--- config.mk ---
export PLATFORM = sky130hd
export DESIGN_NAME = uart_regfile
export DESIGN_NICKNAME = d
export VERILOG_FILES = /design/src/rtl/uart_rf_pkg.sv /design/src/rtl/uart_rf_decode.sv /design/src/rtl/uart_rf_modem.sv /design/src/rtl/uart_rf_intr.sv /design/src/rtl/uart_regfile.sv
export SDC_FILE = /design/constraint.sdc
export NUM_CORES = 1
export LEC_CHECK = 0
export ABC_AREA = 1
export CAP_MARGIN = 20
export CORE_ASPECT_RATIO = 1.25
export CORE_MARGIN = 2
export CORE_UTILIZATION = 39
export DETAILED_ROUTE_END_ITERATION = 7
export DONT_BUFFER_PORTS = 1
export PLACE_DENSITY = 0.53
export SLEW_MARGIN = 0
export SYNTH_ARGS = -nofsm -noshare
export SYNTH_HDL_FRONTEND = slang
export SYNTH_SLANG_ARGS = --single-unit
--- constraint.sdc ---
create_clock -name clk -period 1.8 [get_ports clk]
set_input_delay 0.27 -clock clk [delete_from_list [all_inputs] [get_ports clk]]
set_output_delay 0.27 -clock clk [all_outputs]
set_load 0.1 [all_outputs]
--- src/rtl/uart_rf_pkg.sv ---
package uart_rf_pkg;

  typedef enum logic [3:0] {
    ID_MODEM   = 4'b0000,
    ID_NONE    = 4'b0001,
    ID_TXE     = 4'b0010,
    ID_RXDATA  = 4'b0100,
    ID_LINE    = 4'b0110,
    ID_BUSY    = 4'b0111,
    ID_TIMEOUT = 4'b1100
  } ident_e;

  // enabled pending sources, highest rank first
  typedef struct packed {
    logic line;
    logic busy;
    logic timeout;
    logic rxdata;
    logic txe;
    logic modem;
  } pend_t;

  // decoded access strobes
  typedef struct packed {
    logic rd_rxd;
    logic wr_txd;
    logic wr_div_lo;
    logic wr_div_hi;
    logic wr_ie;
    logic rd_ident;
    logic wr_fctl;
    logic wr_lctl;
    logic wr_mctl;
    logic rd_lstat;
    logic rd_mstat;
    logic wr_scr;
    logic rd_ext;
  } acc_t;

  localparam int unsigned NUM_STD = 8;

  function automatic ident_e pick_ident(input pend_t p);
    if (p.line)         return ID_LINE;
    else if (p.busy)    return ID_BUSY;
    else if (p.timeout) return ID_TIMEOUT;
    else if (p.rxdata)  return ID_RXDATA;
    else if (p.txe)     return ID_TXE;
    else if (p.modem)   return ID_MODEM;
    else                return ID_NONE;
  endfunction

  function automatic logic [7:0] ident_byte(input logic fifo_on, input logic ext_on,
                                            input ident_e code);
    return {fifo_on, fifo_on, fifo_on & ext_on, 1'b0, code};
  endfunction

endpackage

--- src/rtl/uart_rf_decode.sv ---
module uart_rf_decode
  import uart_rf_pkg::*;
#(
  parameter int unsigned ADDR_W     = 5,
  parameter int unsigned STATUS_OFF = 31
) (
  input  logic [ADDR_W-1:0]  addr,
  input  logic               rd_en,
  input  logic               wr_en,
  input  logic               bank,
  output logic [NUM_STD-1:0] sel,
  output logic               ext_hit,
  output acc_t               acc
);
  for (genvar g = 0; g < NUM_STD; g++) begin : g_sel
    assign sel[g] = (addr == ADDR_W'(g));
  end
  assign ext_hit = (addr == ADDR_W'(STATUS_OFF));

  always_comb begin
    acc           = '0;
    acc.rd_rxd    = rd_en & sel[0] & ~bank;
    acc.wr_txd    = wr_en & sel[0] & ~bank;
    acc.wr_div_lo = wr_en & sel[0] & bank;
    acc.wr_div_hi = wr_en & sel[1] & bank;
    acc.wr_ie     = wr_en & sel[1] & ~bank;
    acc.rd_ident  = rd_en & sel[2];
    acc.wr_fctl   = wr_en & sel[2];
    acc.wr_lctl   = wr_en & sel[3];
    acc.wr_mctl   = wr_en & sel[4];
    acc.rd_lstat  = rd_en & sel[5];
    acc.rd_mstat  = rd_en & sel[6];
    acc.wr_scr    = wr_en & sel[7];
    acc.rd_ext    = rd_en & ext_hit;
  end
endmodule

--- src/rtl/uart_rf_modem.sv ---
module uart_rf_modem #(
  parameter int unsigned NLINES = 4
) (
  input  logic       clk,
  input  logic       rst_n,
  input  logic [NLINES-1:0] pins,     // {dcd, ri, dsr, cts}
  input  logic [NLINES-1:0] loop_src, // {dcd, ri, dsr, cts} from control bits
  input  logic       loop_on,
  input  logic       clr,
  output logic [7:0] status,
  output logic       delta_any
);
  localparam int unsigned RI_IDX = 2;

  logic [NLINES-1:0] eff, prev_q, delta_q, chg;

  assign eff = loop_on ? loop_src : pins;

  for (genvar g = 0; g < NLINES; g++) begin : g_chg
    if (g == RI_IDX) begin : g_fall
      assign chg[g] = prev_q[g] & ~eff[g];
    end else begin : g_any
      assign chg[g] = prev_q[g] ^ eff[g];
    end
  end

  always_ff @(posedge clk or negedge rst_n) begin
    if (!rst_n) begin
      prev_q  <= '0;
      delta_q <= '0;
    end else begin
      prev_q  <= eff;
      delta_q <= chg | (delta_q & {NLINES{~clr}});
    end
  end

  assign status    = {eff, delta_q};
  assign delta_any = |delta_q;
endmodule

--- src/rtl/uart_rf_intr.sv ---
module uart_rf_intr
  import uart_rf_pkg::*;
#(
  parameter int unsigned NERR = 4
) (
  input  logic            clk,
  input  logic            rst_n,
  input  logic [3:0]      ie,
  input  logic            gate,
  input  logic [NERR-1:0] err_evt,
  input  logic            err_clr,
  input  logic            busy_in,
  input  logic            lctl_try,
  input  logic            busy_clr,
  input  logic            thr_empty,
  input  logic            txe_arm,
  input  logic            txd_wr,
  input  logic            ident_rd,
  input  logic            rx_ready,
  input  logic            rx_timeout,
  input  logic            modem_delta,
  output logic [NERR-1:0] err_bits,
  output ident_e          ident,
  output logic            irq,
  output logic            busy_pend,
  output logic            txe_pend,
  output logic            txe_set
);
  logic [NERR-1:0] err_q;
  logic busy_q, thr_q, txe_q, txe_clr;
  pend_t pend;

  assign txe_set = (thr_empty & ~thr_q) | txe_arm;
  assign txe_clr = txd_wr | (ident_rd & (ident == ID_TXE));

  always_ff @(posedge clk or negedge rst_n) begin
    if (!rst_n) begin
      err_q  <= '0;
      busy_q <= 1'b0;
      thr_q  <= 1'b0;
      txe_q  <= 1'b0;
    end else begin
      err_q <= err_evt | (err_q & {NERR{~err_clr}});
      if (lctl_try & busy_in) busy_q <= 1'b1;
      else if (busy_clr)      busy_q <= 1'b0;
      thr_q <= thr_empty;
      if (txe_set)      txe_q <= 1'b1;
      else if (txe_clr) txe_q <= 1'b0;
    end
  end

  always_comb begin
    pend.line    = ie[2] & (|err_q);
    pend.busy    = busy_q;
    pend.timeout = ie[0] & rx_timeout;
    pend.rxdata  = ie[0] & rx_ready;
    pend.txe     = ie[1] & txe_q;
    pend.modem   = ie[3] & modem_delta;
  end

  assign ident     = pick_ident(pend);
  assign irq       = gate & (|pend);
  assign err_bits  = err_q;
  assign busy_pend = busy_q;
  assign txe_pend  = txe_q;
endmodule

--- src/rtl/uart_regfile.sv ---
module uart_regfile
  import uart_rf_pkg::*;
#(
  parameter int unsigned ADDR_W     = 5,
  parameter int unsigned STATUS_OFF = 31,
  parameter logic [15:0] DIV_RESET  = 16'h0000
) (
  input  logic              clk,
  input  logic              rst_n,
  input  logic [ADDR_W-1:0] addr,
  input  logic              wr_en,
  input  logic              rd_en,
  input  logic [7:0]        wdata,
  output logic [7:0]        rdata,
  input  logic [7:0]        rx_data,
  input  logic              rx_ready,
  input  logic              rx_timeout,
  input  logic [3:0]        rx_err,
  input  logic              rx_fifo_err,
  input  logic              thr_empty,
  input  logic              tx_idle,
  input  logic              uart_busy,
  input  logic              txf_not_full,
  input  logic              txf_empty,
  input  logic              rxf_not_empty,
  input  logic              rxf_full,
  input  logic              cts_in,
  input  logic              dsr_in,
  input  logic              ri_in,
  input  logic              dcd_in,
  output logic              rx_pop,
  output logic              tx_push,
  output logic [7:0]        tx_data,
  output logic [15:0]       divisor,
  output logic [7:0]        line_ctrl,
  output logic              dtr_out,
  output logic              rts_out,
  output logic              aux1_out,
  output logic              aux2_out,
  output logic              loopback,
  output logic              auto_flow,
  output logic              fifo_en,
  output logic              rx_fifo_rst,
  output logic              tx_fifo_rst,
  output logic              dma_mode,
  output logic              ext_fifo,
  output logic [1:0]        rx_trig,
  output logic              irq
);
  localparam int unsigned BANK_BIT = 7;
  localparam int unsigned MC_W     = 6;

  logic [3:0]        ie_q;
  logic [7:0]        lctl_q, scr_q, div_lo_q, div_hi_q;
  logic [MC_W-1:0]   mctl_q;
  logic              fen_q, dma_q, ext_q;
  logic [1:0]        trig_q;
  logic              bank;
  logic [NUM_STD-1:0] sel;
  logic              ext_hit;
  acc_t              acc;
  logic [7:0]        mstat, lstat, xstat;
  logic              modem_delta;
  logic [3:0]        err_bits;
  ident_e            ident;
  logic              busy_pend, txe_pend, txe_set, txe_arm, lctl_try;

  assign bank = lctl_q[BANK_BIT];

  uart_rf_decode #(.ADDR_W(ADDR_W), .STATUS_OFF(STATUS_OFF)) u_dec (
    .addr(addr), .rd_en(rd_en), .wr_en(wr_en), .bank(bank),
    .sel(sel), .ext_hit(ext_hit), .acc(acc)
  );

  // control registers
  always_ff @(posedge clk or negedge rst_n) begin
    if (!rst_n) begin
      ie_q     <= '0;
      lctl_q   <= '0;
      mctl_q   <= '0;
      scr_q    <= '0;
      div_lo_q <= DIV_RESET[7:0];
      div_hi_q <= DIV_RESET[15:8];
      fen_q    <= 1'b0;
      dma_q    <= 1'b0;
      ext_q    <= 1'b0;
      trig_q   <= '0;
    end else begin
      if (acc.wr_ie)     ie_q     <= wdata[3:0];
      if (lctl_try && !uart_busy) lctl_q <= wdata;
      if (acc.wr_mctl)   mctl_q   <= wdata[MC_W-1:0];
      if (acc.wr_scr)    scr_q    <= wdata;
      if (acc.wr_div_lo) div_lo_q <= wdata;
      if (acc.wr_div_hi) div_hi_q <= wdata;
      if (acc.wr_fctl) begin
        fen_q  <= wdata[0];
        dma_q  <= wdata[3];
        trig_q <= wdata[7:6];
        if (bank) ext_q <= wdata[5];
      end
    end
  end

  assign lctl_try = acc.wr_lctl;
  assign txe_arm  = acc.wr_ie & wdata[1] & ~ie_q[1] & thr_empty;

  uart_rf_modem #(.NLINES(4)) u_modem (
    .clk(clk), .rst_n(rst_n),
    .pins({dcd_in, ri_in, dsr_in, cts_in}),
    .loop_src({mctl_q[3], mctl_q[2], mctl_q[0], mctl_q[1]}),
    .loop_on(mctl_q[4]),
    .clr(acc.rd_mstat),
    .status(mstat),
    .delta_any(modem_delta)
  );

  uart_rf_intr #(.NERR(4)) u_intr (
    .clk(clk), .rst_n(rst_n),
    .ie(ie_q), .gate(mctl_q[3]),
    .err_evt(rx_err), .err_clr(acc.rd_lstat),
    .busy_in(uart_busy), .lctl_try(lctl_try), .busy_clr(acc.rd_ext),
    .thr_empty(thr_empty), .txe_arm(txe_arm), .txd_wr(acc.wr_txd),
    .ident_rd(acc.rd_ident),
    .rx_ready(rx_ready), .rx_timeout(rx_timeout), .modem_delta(modem_delta),
    .err_bits(err_bits), .ident(ident), .irq(irq),
    .busy_pend(busy_pend), .txe_pend(txe_pend), .txe_set(txe_set)
  );

  assign lstat = {rx_fifo_err, tx_idle, thr_empty, err_bits, rx_ready};
  assign xstat = {3'b000, rxf_full, rxf_not_empty, txf_empty, txf_not_full, uart_busy};

  // read mux
  always_comb begin
    rdata = '0;
    if (rd_en) begin
      unique case (1'b1)
        sel[0]:  rdata = bank ? div_lo_q : rx_data;
        sel[1]:  rdata = bank ? div_hi_q : {4'b0000, ie_q};
        sel[2]:  rdata = ident_byte(fen_q, ext_q, ident);
        sel[3]:  rdata = lctl_q;
        sel[4]:  rdata = {2'b00, mctl_q};
        sel[5]:  rdata = lstat;
        sel[6]:  rdata = mstat;
        sel[7]:  rdata = scr_q;
        ext_hit: rdata = xstat;
        default: rdata = '0;
      endcase
    end
  end

  assign rx_pop      = acc.rd_rxd;
  assign tx_push     = acc.wr_txd;
  assign tx_data     = wdata;
  assign divisor     = {div_hi_q, div_lo_q};
  assign line_ctrl   = lctl_q;
  assign loopback    = mctl_q[4];
  assign auto_flow   = mctl_q[5];
  assign dtr_out     = mctl_q[0] & ~mctl_q[4];
  assign rts_out     = mctl_q[1] & ~mctl_q[4];
  assign aux1_out    = mctl_q[2] & ~mctl_q[4];
  assign aux2_out    = mctl_q[3] & ~mctl_q[4];
  assign fifo_en     = fen_q;
  assign dma_mode    = dma_q;
  assign ext_fifo    = ext_q;
  assign rx_trig     = trig_q;
  assign rx_fifo_rst = acc.wr_fctl & wdata[1];
  assign tx_fifo_rst = acc.wr_fctl & wdata[2];
endmodule

# --- Word-level counts from Yosys, hierarchy flattened ---
# Index checks and enable logic that the tools add are counted.
totals:
  in_bits: 43
  wordCells: 101
  regBits: 62
  output_inout_bits: 56
classes:
  bitwise_logic: 52
  n_reduce_logical: 9
  eq_ne: 9
  n_mux: 15
op_table:
  columns: ["cell", "count"]
  rows:
  - ["$pmux 8 s9", 1]
  - ["$and 1x1->1", 36]
  - ["$mux 4", 6]
  - ["$mux 8", 3]
  - ["$eq 5x3->1 const B", 4]
  - ["$eq 5x2->1 const B", 2]
  - ["$and 4x4->4", 2]
  - ["$or 4x4->4", 2]
  - ["$reduce_or 4->1", 2]
  - ["$not 1->1", 7]
  - ["$reduce_or 6->1", 1]
  - ["$eq 5x1->1 const B", 1]
  - ["$eq 5x5->1 const B", 1]
  - ["$logic_not 5->1", 1]
  - ["$mux 1", 5]
  - ["$eq 4x2->1 const B", 1]
  - ["$reduce_bool 2->1", 2]
  - ["$xor 1x1->1", 3]
  - ["$or 1x1->1", 2]
  - ["$reduce_and 2->1", 1]
  - ["$logic_and 1x1->1", 1]
  - ["$logic_not 1->1", 1]

# --- Logic depth before layout (Yosys ltp) ---
# Gate-level depths: netlist (run 1).
depth:
  depth_word: 13
  mapped_depth: 10
  mapped_depth_nobuf: 9

# --- Hierarchy ---
# Synthesis (run 1) repeated with hierarchy kept, for this count alone.
unflattened:
  hier_cells: 506
  hier_area_um2: 3622.2
by_module_without_submodules:
  columns: ["module", "cells_per_inst", "area_per_inst_um2", "instances", "seq_area_each_um2"]
  rows:
  - ["uart_regfile", 362, 2608.8, 1, 1176.1]
  - ["uart_rf_modem", 56, 445.4, 1, 200.2]
  - ["uart_rf_intr", 45, 361.6, 1, 175.2]
  - ["uart_rf_decode", 43, 206.4, 1, 0.0]

# --- Least setup slack after synthesis (run 1) ---
# No wires, ideal clock.
synth_path:
  kind: "reg-to-output"
  from: "register mctl_q[4]"
  to: "output rdata[6]"
  path_slack_ps: -1601
  arrival_time_ps: 3131
  required_time_ps: 1530
  stages_incl_launch_ff: 8
  cell_sequence: "dfrtp_1 > buf_2 > nor2_1 > a21oi_1 > nand2_1 > nand2_1 > nor2_1 > a21oi_1"
synth_between:
  elab_chain_len: 3
synth_rtl:
  columns: ["item", "line", "rtl"]
  rows:
  - ["start: declaration", "uart_regfile.sv:55", "logic [MC_W-1:0] mctl_q;"]
  - ["start signal: assignment", "uart_regfile.sv:91", "if (acc.wr_mctl) mctl_q <= wdata[MC_W-1:0];"]
  - ["$mux 4", "uart_rf_modem.sv:17", "assign eff = loop_on ? loop_src : pins;"]
  - ["net mstat[6]", "uart_regfile.sv:62", "logic [7:0] mstat, lstat, xstat;"]
  - ["$pmux 8 s9", "uart_regfile.sv:136", "unique case (1'b1)"]
  - ["$mux 8", "uart_regfile.sv:135", "if (rd_en) begin"]
  - ["end: declaration", "uart_regfile.sv:14", "output logic [7:0] rdata,"]
# The timed path passes the listed nets, and every way through them passes these cells.

# --- Final worst setup path (run 1) ---
layout_path:
  from: "register ie_q[0]"
  to: "output rdata[0]"
layout_between:
  elab_chain_len: 7
layout_rtl:
  columns: ["item", "line", "rtl"]
  rows:
  - ["start: declaration", "uart_regfile.sv:53", "logic [3:0] ie_q;"]
  - ["start signal: assignment", "uart_regfile.sv:89", "if (acc.wr_ie) ie_q <= wdata[3:0];"]
  - ["$and 1x1->1", "uart_rf_intr.sv:56", "pend.rxdata = ie[0] & rx_ready;"]
  - ["$mux 4", "uart_rf_pkg.sv:46", "else if (p.rxdata) return ID_RXDATA;"]
  - ["$mux 4", "uart_rf_pkg.sv:45", "else if (p.timeout) return ID_TIMEOUT;"]
  - ["$mux 4", "uart_rf_pkg.sv:44", "else if (p.busy) return ID_BUSY;"]
  - ["$mux 4", "uart_rf_pkg.sv:43", "if (p.line) return ID_LINE;"]
  - ["$pmux 8 s9 *", "uart_regfile.sv:136", null]
  - ["$mux 8 *", "uart_regfile.sv:135", null]
# Mark *: on every way between the ends. The rest lies on a longest branch, timed or not.

==> results by group, run 1 <==
Setup path
  • R2R depth: 6
  • Reg2Reg Capture Point: u_modem.delta_q[1]
  • Required @ worst endpoint: 1530 ps
  • Crit path launch: ie_q[0]
  • Reg-to-Reg Start: mctl_q[4]
  • Worst setup SP type: register
  • Worst-path fanout max: 4
  • Arrival @ worst endpoint: between 1500 and 2000 ps
  • CP Class: register to output pin
  • R2r setup slk: ~380 ps
  • CP endpoint kind: output pin

Power
  • Leak pwr: 2.432 nW
  • Power Density: 971.8 nW/µm²
  • Max VDD drop: 847.2 µV
  • Tot Pwr: 4.932 mW

Clock tree
  • Max Root-Sink Buffers: 2
  • CTS tree: built
  • Worst skew pair latency: 350 ps
  • Clk slew on worst S/H paths: around 70 ps
  • CTS H-tree depth: 3
  • Clock sinks: 62
  • CTS Root Buffer Type: clkbuf_8
  • Num CTS Buffers: 9

Drt
  • Drt first pass iters: 4
  • Post-DR wirelength/cell: 18.25 µm
  • WL final: 12350 µm
  • Via Count: 3471
  • Number of vias per cell: 5.127
  • Post-route DRC: 0
  • 1st-iter DRT viols: 221
  • Final ANT Viol Nets: 0

Synthesis
  • Synth top cells by count: nand2_1, dfrtp_1, inv_1, nor2_1, o21ai_1
  • Post-Syn Instances: 471
  • Top-area cell type share of the netlist area: 44.41%
  • Syn nets: 514
  • Cell area after synthesis: 3493 µm²
  • EDFF count, synth: 0
  • Yosys reg bits: 62
  • Synth top area cells: dfrtp_1, nand2_1, o21ai_1
  • Register area share after synthesis: approximately 44%
  • Mean Syn Cell Area: 7.417 µm²
  • Warnings, synthesis: 0
  • Most frequent cell after synthesis: nand2_1
  • Netlist cell types: 29
  • Most used DFF post-synth: dfrtp_1
  • Synth async-reset ratio: 100.0%
  • Leading area contributor after synthesis: dfrtp_1

Global route
  • Global-route wire length before repair: 19080 µm
  • Initial antenna violation count: 0
  • GRT overflow: 0
  • Total track usage: 26.68%
  • Largest net degree at the start of global routing: 63
  • Vias in the first global route: approximately 3500

Floorplan
  • Die Area: 9735 µm²
  • # rows: 38
  • Core area: 8701 µm²
  • Die width: 88.65 µm
  • Number of I/O pins: 99
  • Starting Density: around 40%
  • Die Y: 109.8 µm

Layout
  • Nets: between 500 and 600
  • Count of filler cells inserted in the layout: 821
  • Synth-to-layout area growth: 45.27%
  • Layout cell share with drive strength beyond 1: 41.47%
  • Inserted Diodes: 0

Timing
  • Setup Skew: 3.519 ps
  • Final setup viols: 9
  • WHS: 28.98 ps
  • Max-slew violations: 0
  • TNS Setup: -2048 ps
  • Tcrit/Tclk final: 117.3%
  • RSZ-0062 raised after global routing: yes
  • Actual slew at the worst max-slew pin: 566.6 ps
  • Rel. slew slack: 62.18%
  • Max Freq: 0.4737 GHz
  • Fin. Hold Viols: 0
  • Final worst setup slack: -311.2 ps
  • Tmin final: approximately 2100 ps

Place
  • GP Congestion: 0.8891
  • Placed wire-length estimate: 9158 µm
  • I/O Buffers: 0

Hold path
  • Tightest Hold Check Type: primary input to register
  • Hold depth: 1
  • WHS Endpoint: u_intr.err_bits[0]
  • Worst Min Path Start: rx_err[0]

Run status
  • Failing checks: negative setup slack
  • Outcome: finished, violations left

Run
  • Max Cap Viol: 0
-- how the worst max path moves through the flow --
stage	endpoint	slack [ps]	cells past startpoint
final	rdata[0]	-310	10
after global routing	rdata[0]	-410	10
after CTS	rdata[4]	-280	9
after detailed placement	rdata[4]	-50	9
after global placement	rdata[4]	-90	9
after floorplan	rdata[6]	-310	6
-- through the flow --
stage / instances / utilization, % / area [µm²] / setup WS [ps]
2_1_floorplan: 471 / - / 3729 / -310.3
6_report: 677 / 58.33 / 5075 / -311.2
4_1_cts: 669 / 56.72 / 4935 / -276.3
3_3_place_gp: 636 / 50.92 / 4431 / -92.83
3_5_place_dp: 636 / 50.92 / 4431 / -50.78
5_1_grt: 677 / 58.33 / 5075 / -410.0
-- power breakdown --
part / leakage, nW / total [mW] / switching [mW] / internal [mW]
Clock: 0.108 / 1.40 / 0.585 / 0.812
Combinational: 1.59 / 1.83 / 1.27 / 0.562
Sequential: 0.738 / 1.70 / 0.132 / 1.57
-- area by class of cell --
class | instances | area [µm²] | share of cell area [%]
Tap cell | 120 | 150.1 | 2.959
Clock inverter | 6 | 85.08 | 1.677
Timing Repair Buffer | 91 | 958.4 | 18.89
Clock buffer | 10 | 137.6 | 2.712
Multi-Input combinational cell | 344 | 1959 | 38.61
Inverter | 44 | 186.4 | 3.674
Sequential cell | 62 | 1598 | 31.48
-- timing repair --
item / in CTS / in global routing
endpoints found under the hold margin: 63 / 0
hold buffers: 3 / 0
cloned: 0 / 0
setup endpoints to repair: 9 / 13
gates resized for setup: 38 / 24
setup buffers: 15 / 9
pin swaps: 24 / 24
-- metal layers --
metal | track usage [%] | routed length [µm]
met1 | 33.38 | 5078
met2 | 43.92 | 6114
met3 | 6.682 | 773
met4 | 10.28 | 388
met5 | 0 | 0
-- registers in the layout, summed over array words and instances, names as in the netlist --
name and cells:
div_hi_q 8, div_lo_q 8, dma_mode 1, ext_fifo 1, fifo_en 1, ie_q 4, line_ctrl 8, mctl_q 6
rx_trig 2, scr_q 8, u_intr.busy_pend 1, u_intr.err_bits 4, u_intr.thr_q 1, u_intr.txe_pend 1, u_modem.delta_q 4, u_modem.prev_q 4
-- worst max-delay path: stages (launching register included) --
cell and delay, ps:
dfrtp_1 410, nand2_1 120, nand2_1 90, nor2_4 120, nand2_1 90, nand2_1 110
nand3_1 130, nand3_2 120, nand2_2 60, clkinvlp_4 70, buf_12 160
-- cells in the final DEF (no fill, tap or decap), types with 9 or more instances in the layout --
| cell type | n |
|---|---|
| buf_12 | 17 |
| buf_4 | 61 |
| buf_6 | 10 |
| clkbuf_8 | 10 |
| dfrtp_1 | 37 |
| dfrtp_2 | 19 |
| inv_1 | 32 |
| nand2_1 | 141 |
| nand2_2 | 28 |
| nand3_1 | 15 |
| nand3_2 | 9 |
| nand4_1 | 18 |
| nor2_1 | 22 |
| nor2_2 | 14 |
| nor2_4 | 16 |
| o21ai_1 | 34 |
-- kinds of logic after synthesis --
logic type	share of synthesized area, %
buffers and inverters	8.596
flip-flops	44.41
AO/OA/AOI/OAI	11.50
XOR/XNOR	0.7523
AND/OR/NAND/NOR	34.74
Note: power is estimated with default switching activity, not from simulation.
==> run 2, diff against run 1 <==
--- a/config.mk
+++ b/config.mk
@@ -19 +19,2 @@
 export SYNTH_SLANG_ARGS = --single-unit
+export TNS_END_PERCENT = 100
==> constraint.sdc (replaced) <==
create_clock -name clk -period 1.8 [get_ports clk]
set_input_delay 0.36 -clock clk [delete_from_list [all_inputs] [get_ports clk]]
set_output_delay 0.36 -clock clk [all_outputs]
set_load 0.1 [all_outputs]
==> results by group, run 2 (synthesis results as in run 1) <==
Global route
  • Initial antenna violation count: 0 (unchanged)
  • GRT overflow: 0 (unchanged)
  • Largest net degree at the start of global routing: 63 (unchanged)
  • Vias in the first global route: 3628 (+3.4%)
  • Global-route wire length before repair: 19380 µm (+1.6%)
  • Total track usage: 27.33% (+0.65 points)

Floorplan
  • # rows: 38 (unchanged)
  • Starting Density: 40.15% (unchanged)
  • Die width: 88.65 µm (unchanged)
  • Die Area: 9735 µm² (unchanged)
  • Number of I/O pins: 99 (unchanged)
  • Core area: 8701 µm² (unchanged)
  • Die Y: 109.8 µm (unchanged)

Timing
  • Max-slew violations: 0 (unchanged)
  • Rel. slew slack: 62.25% (+0.063 points)
  • Max Freq: 0.4558 GHz (-3.8%)
  • Fin. Hold Viols: 0 (unchanged)
  • Final setup viols: 18 (+9)
  • Actual slew at the worst max-slew pin: 565.7 ps (-0.9423 ps)
  • Tmin final: 2194 ps (+82.94 ps)
  • Final worst setup slack: -394.2 ps (-82.94 ps)
  • Setup Skew: 7.572 ps (+4.053 ps)
  • RSZ-0062 raised after global routing: yes
  • Tcrit/Tclk final: 121.9% (+4.6 points)

Layout
  • Fin area: 5311 µm² (+4.7%)
  • Post-Route Utilization: 61.04% (+2.7 points)
  • Inserted Diodes: 0 (unchanged)
  • Count of filler cells inserted in the layout: 812 (-1.1%)
  • Most frequent cells in the layout: nand2_1, buf_4, o21ai_1, dfrtp_1, inv_1
  • Register area: 1602 µm² (+0.24%)
  • Nets: 617 (+3.7%)
  • Commonest non-fill, non-tap cell in the layout: nand2_1
  • Layout cell share with drive strength beyond 1: 43.70% (+2.2 points)
  • Layout Cells excl Fill: 699 (+3.2%)
  • Multi-input gate area in the final layout: 1962 µm² (+0.13%)
  • Synth-to-layout area growth: 52.04%

Clock tree
  • CTS Root Buffer Type: clkbuf_8
  • Worst skew pair latency: 360 ps (about the same)
  • CTS tree: built
  • CTS H-tree depth: 3 (unchanged)
  • Clock sinks: 62 (unchanged)
  • Max Root-Sink Buffers: 2 (unchanged)
  • Num CTS Buffers: 9 (unchanged)
  • Clk slew on worst S/H paths: 70 ps (about the same)

Setup path
  • Worst-path fanout max: 8 (+4)
  • Arrival @ worst endpoint: 1830 ps (about the same)
  • CP endpoint kind: output pin
  • Required @ worst endpoint: 1440 ps (-90 ps)
  • CP Class: register to output pin
  • Worst setup SP type: register

Run
  • Max Cap Viol: 0 (unchanged)

Place
  • Placed wire-length estimate: 9369 µm (+2.3%)
  • GP Congestion: 0.8931 (+0.45%)
  • I/O Buffers: 0 (unchanged)
  • Placed cells: 662 (+4.1%)
  • Placed inst area: 4639 µm² (+4.7%)

Drt
  • Post-route DRC: 0 (unchanged)
  • Drt first pass iters: 4 (unchanged)
  • WL final: 12490 µm (+1.1%)
  • Post-DR wirelength/cell: 17.86 µm (-2.1%)
  • 1st-iter DRT viols: 159 (-28%)
  • Via Count: 3550 (+2.3%)
  • Number of vias per cell: 5.079 (-0.94%)
  • Final ANT Viol Nets: 0 (unchanged)

Power
  • Leak pwr: 2.558 nW (+5.2%)
  • Power Density: 1001 nW/µm² (+3.0%)
  • Max VDD drop: 761.0 µV (-10%)

Run status
  • Outcome: finished, violations left
  • Failing checks: negative setup slack

Hold path
  • Tightest Hold Check Type: primary input to register
[run 2: changes by cell type in the layout (fill, tap and decap cells not counted), moves of 2 or more]
cell / before / now
dfrtp_1: 37 / 34
dfrtp_2: 19 / 22
nor2_4: 16 / 19
nor2_2: 14 / 11
bufinv_16: 2 / 4
nand3_2: 9 / 5
buf_6: 10 / 12
nand2_4: 3 / 5
buf_4: 61 / 81
nand3_1: 15 / 19
nand2_2: 28 / 25
[run 2: per-stage QoR]
step                setup TNS [ps]  power [mW]  worst slack (ps)  hold slack (ps)
finish                       -4261       5.318            -394.2            27.18
global route                 -5657       5.525            -470.8            7.209
CTS                          -3842       5.269            -386.2            7.668
detailed placement          -786.3       3.391            -112.0            66.37
global placement            -944.9       3.377            -136.2            66.41
floorplan                    -2655       2.971            -277.1            64.41
[run 2: metal layers]
metal  wire [µm]  track usage [%]  vias up
li1            -                -     1714
met1        5071            33.41     1695
met2        6319            46.32      121
met3         779            6.532       20
met4         314            10.06        0
met5           0                0        -
[run 2: cell type report]
class	instances	share of cell area [%]
Tap cell	120	2.827
Clock inverter	6	2.497
Timing Repair Buffer	113	21.48
Sequential cell	62	30.15
Inverter	44	3.510
Clock buffer	10	2.591
Multi-Input combinational cell	344	36.94
[run 2: path summary, 6_finish.rpt]
check                      slack (ps)         start  cells after the start            endpoint
min reg2reg                       500      scr_q[0]                      2            scr_q[0]
max                              -390     mctl_q[4]                      7            rdata[6]
min                                30     thr_empty                      0        u_intr.thr_q
max reg2reg                       210  line_ctrl[7]                      7     u_intr.txe_pend
max in group asynchronous         960         rst_n                      2        line_ctrl[0]
min in group asynchronous         530         rst_n                      2  u_modem.delta_q[2]
[run 2: timing repair]
action	CTS	global route
gates resized for setup	38	27
endpoints found under the hold margin	62	0
setup endpoints to repair	14	17
hold buffers	2	0
pin swaps	25	24
setup buffers	14	6
[run 2: worst max-delay path, stage by stage (launching register included)]
cell and delay [ps]:
dfrtp_4 550, buf_6 170, a21oi_4 180, nand2_2 110, nand2_2 80, nor2_2 50
a21oi_4 150, buf_12 190
[run 2: report_power, final]
group | internal (mW) | switching, mW | leakage (nW) | total [mW]
sequential | 1.57 | 0.135 | 0.733 | 1.70
combinational | 0.635 | 1.28 | 1.69 | 1.92
clock | 1.10 | 0.601 | 0.132 | 1.70
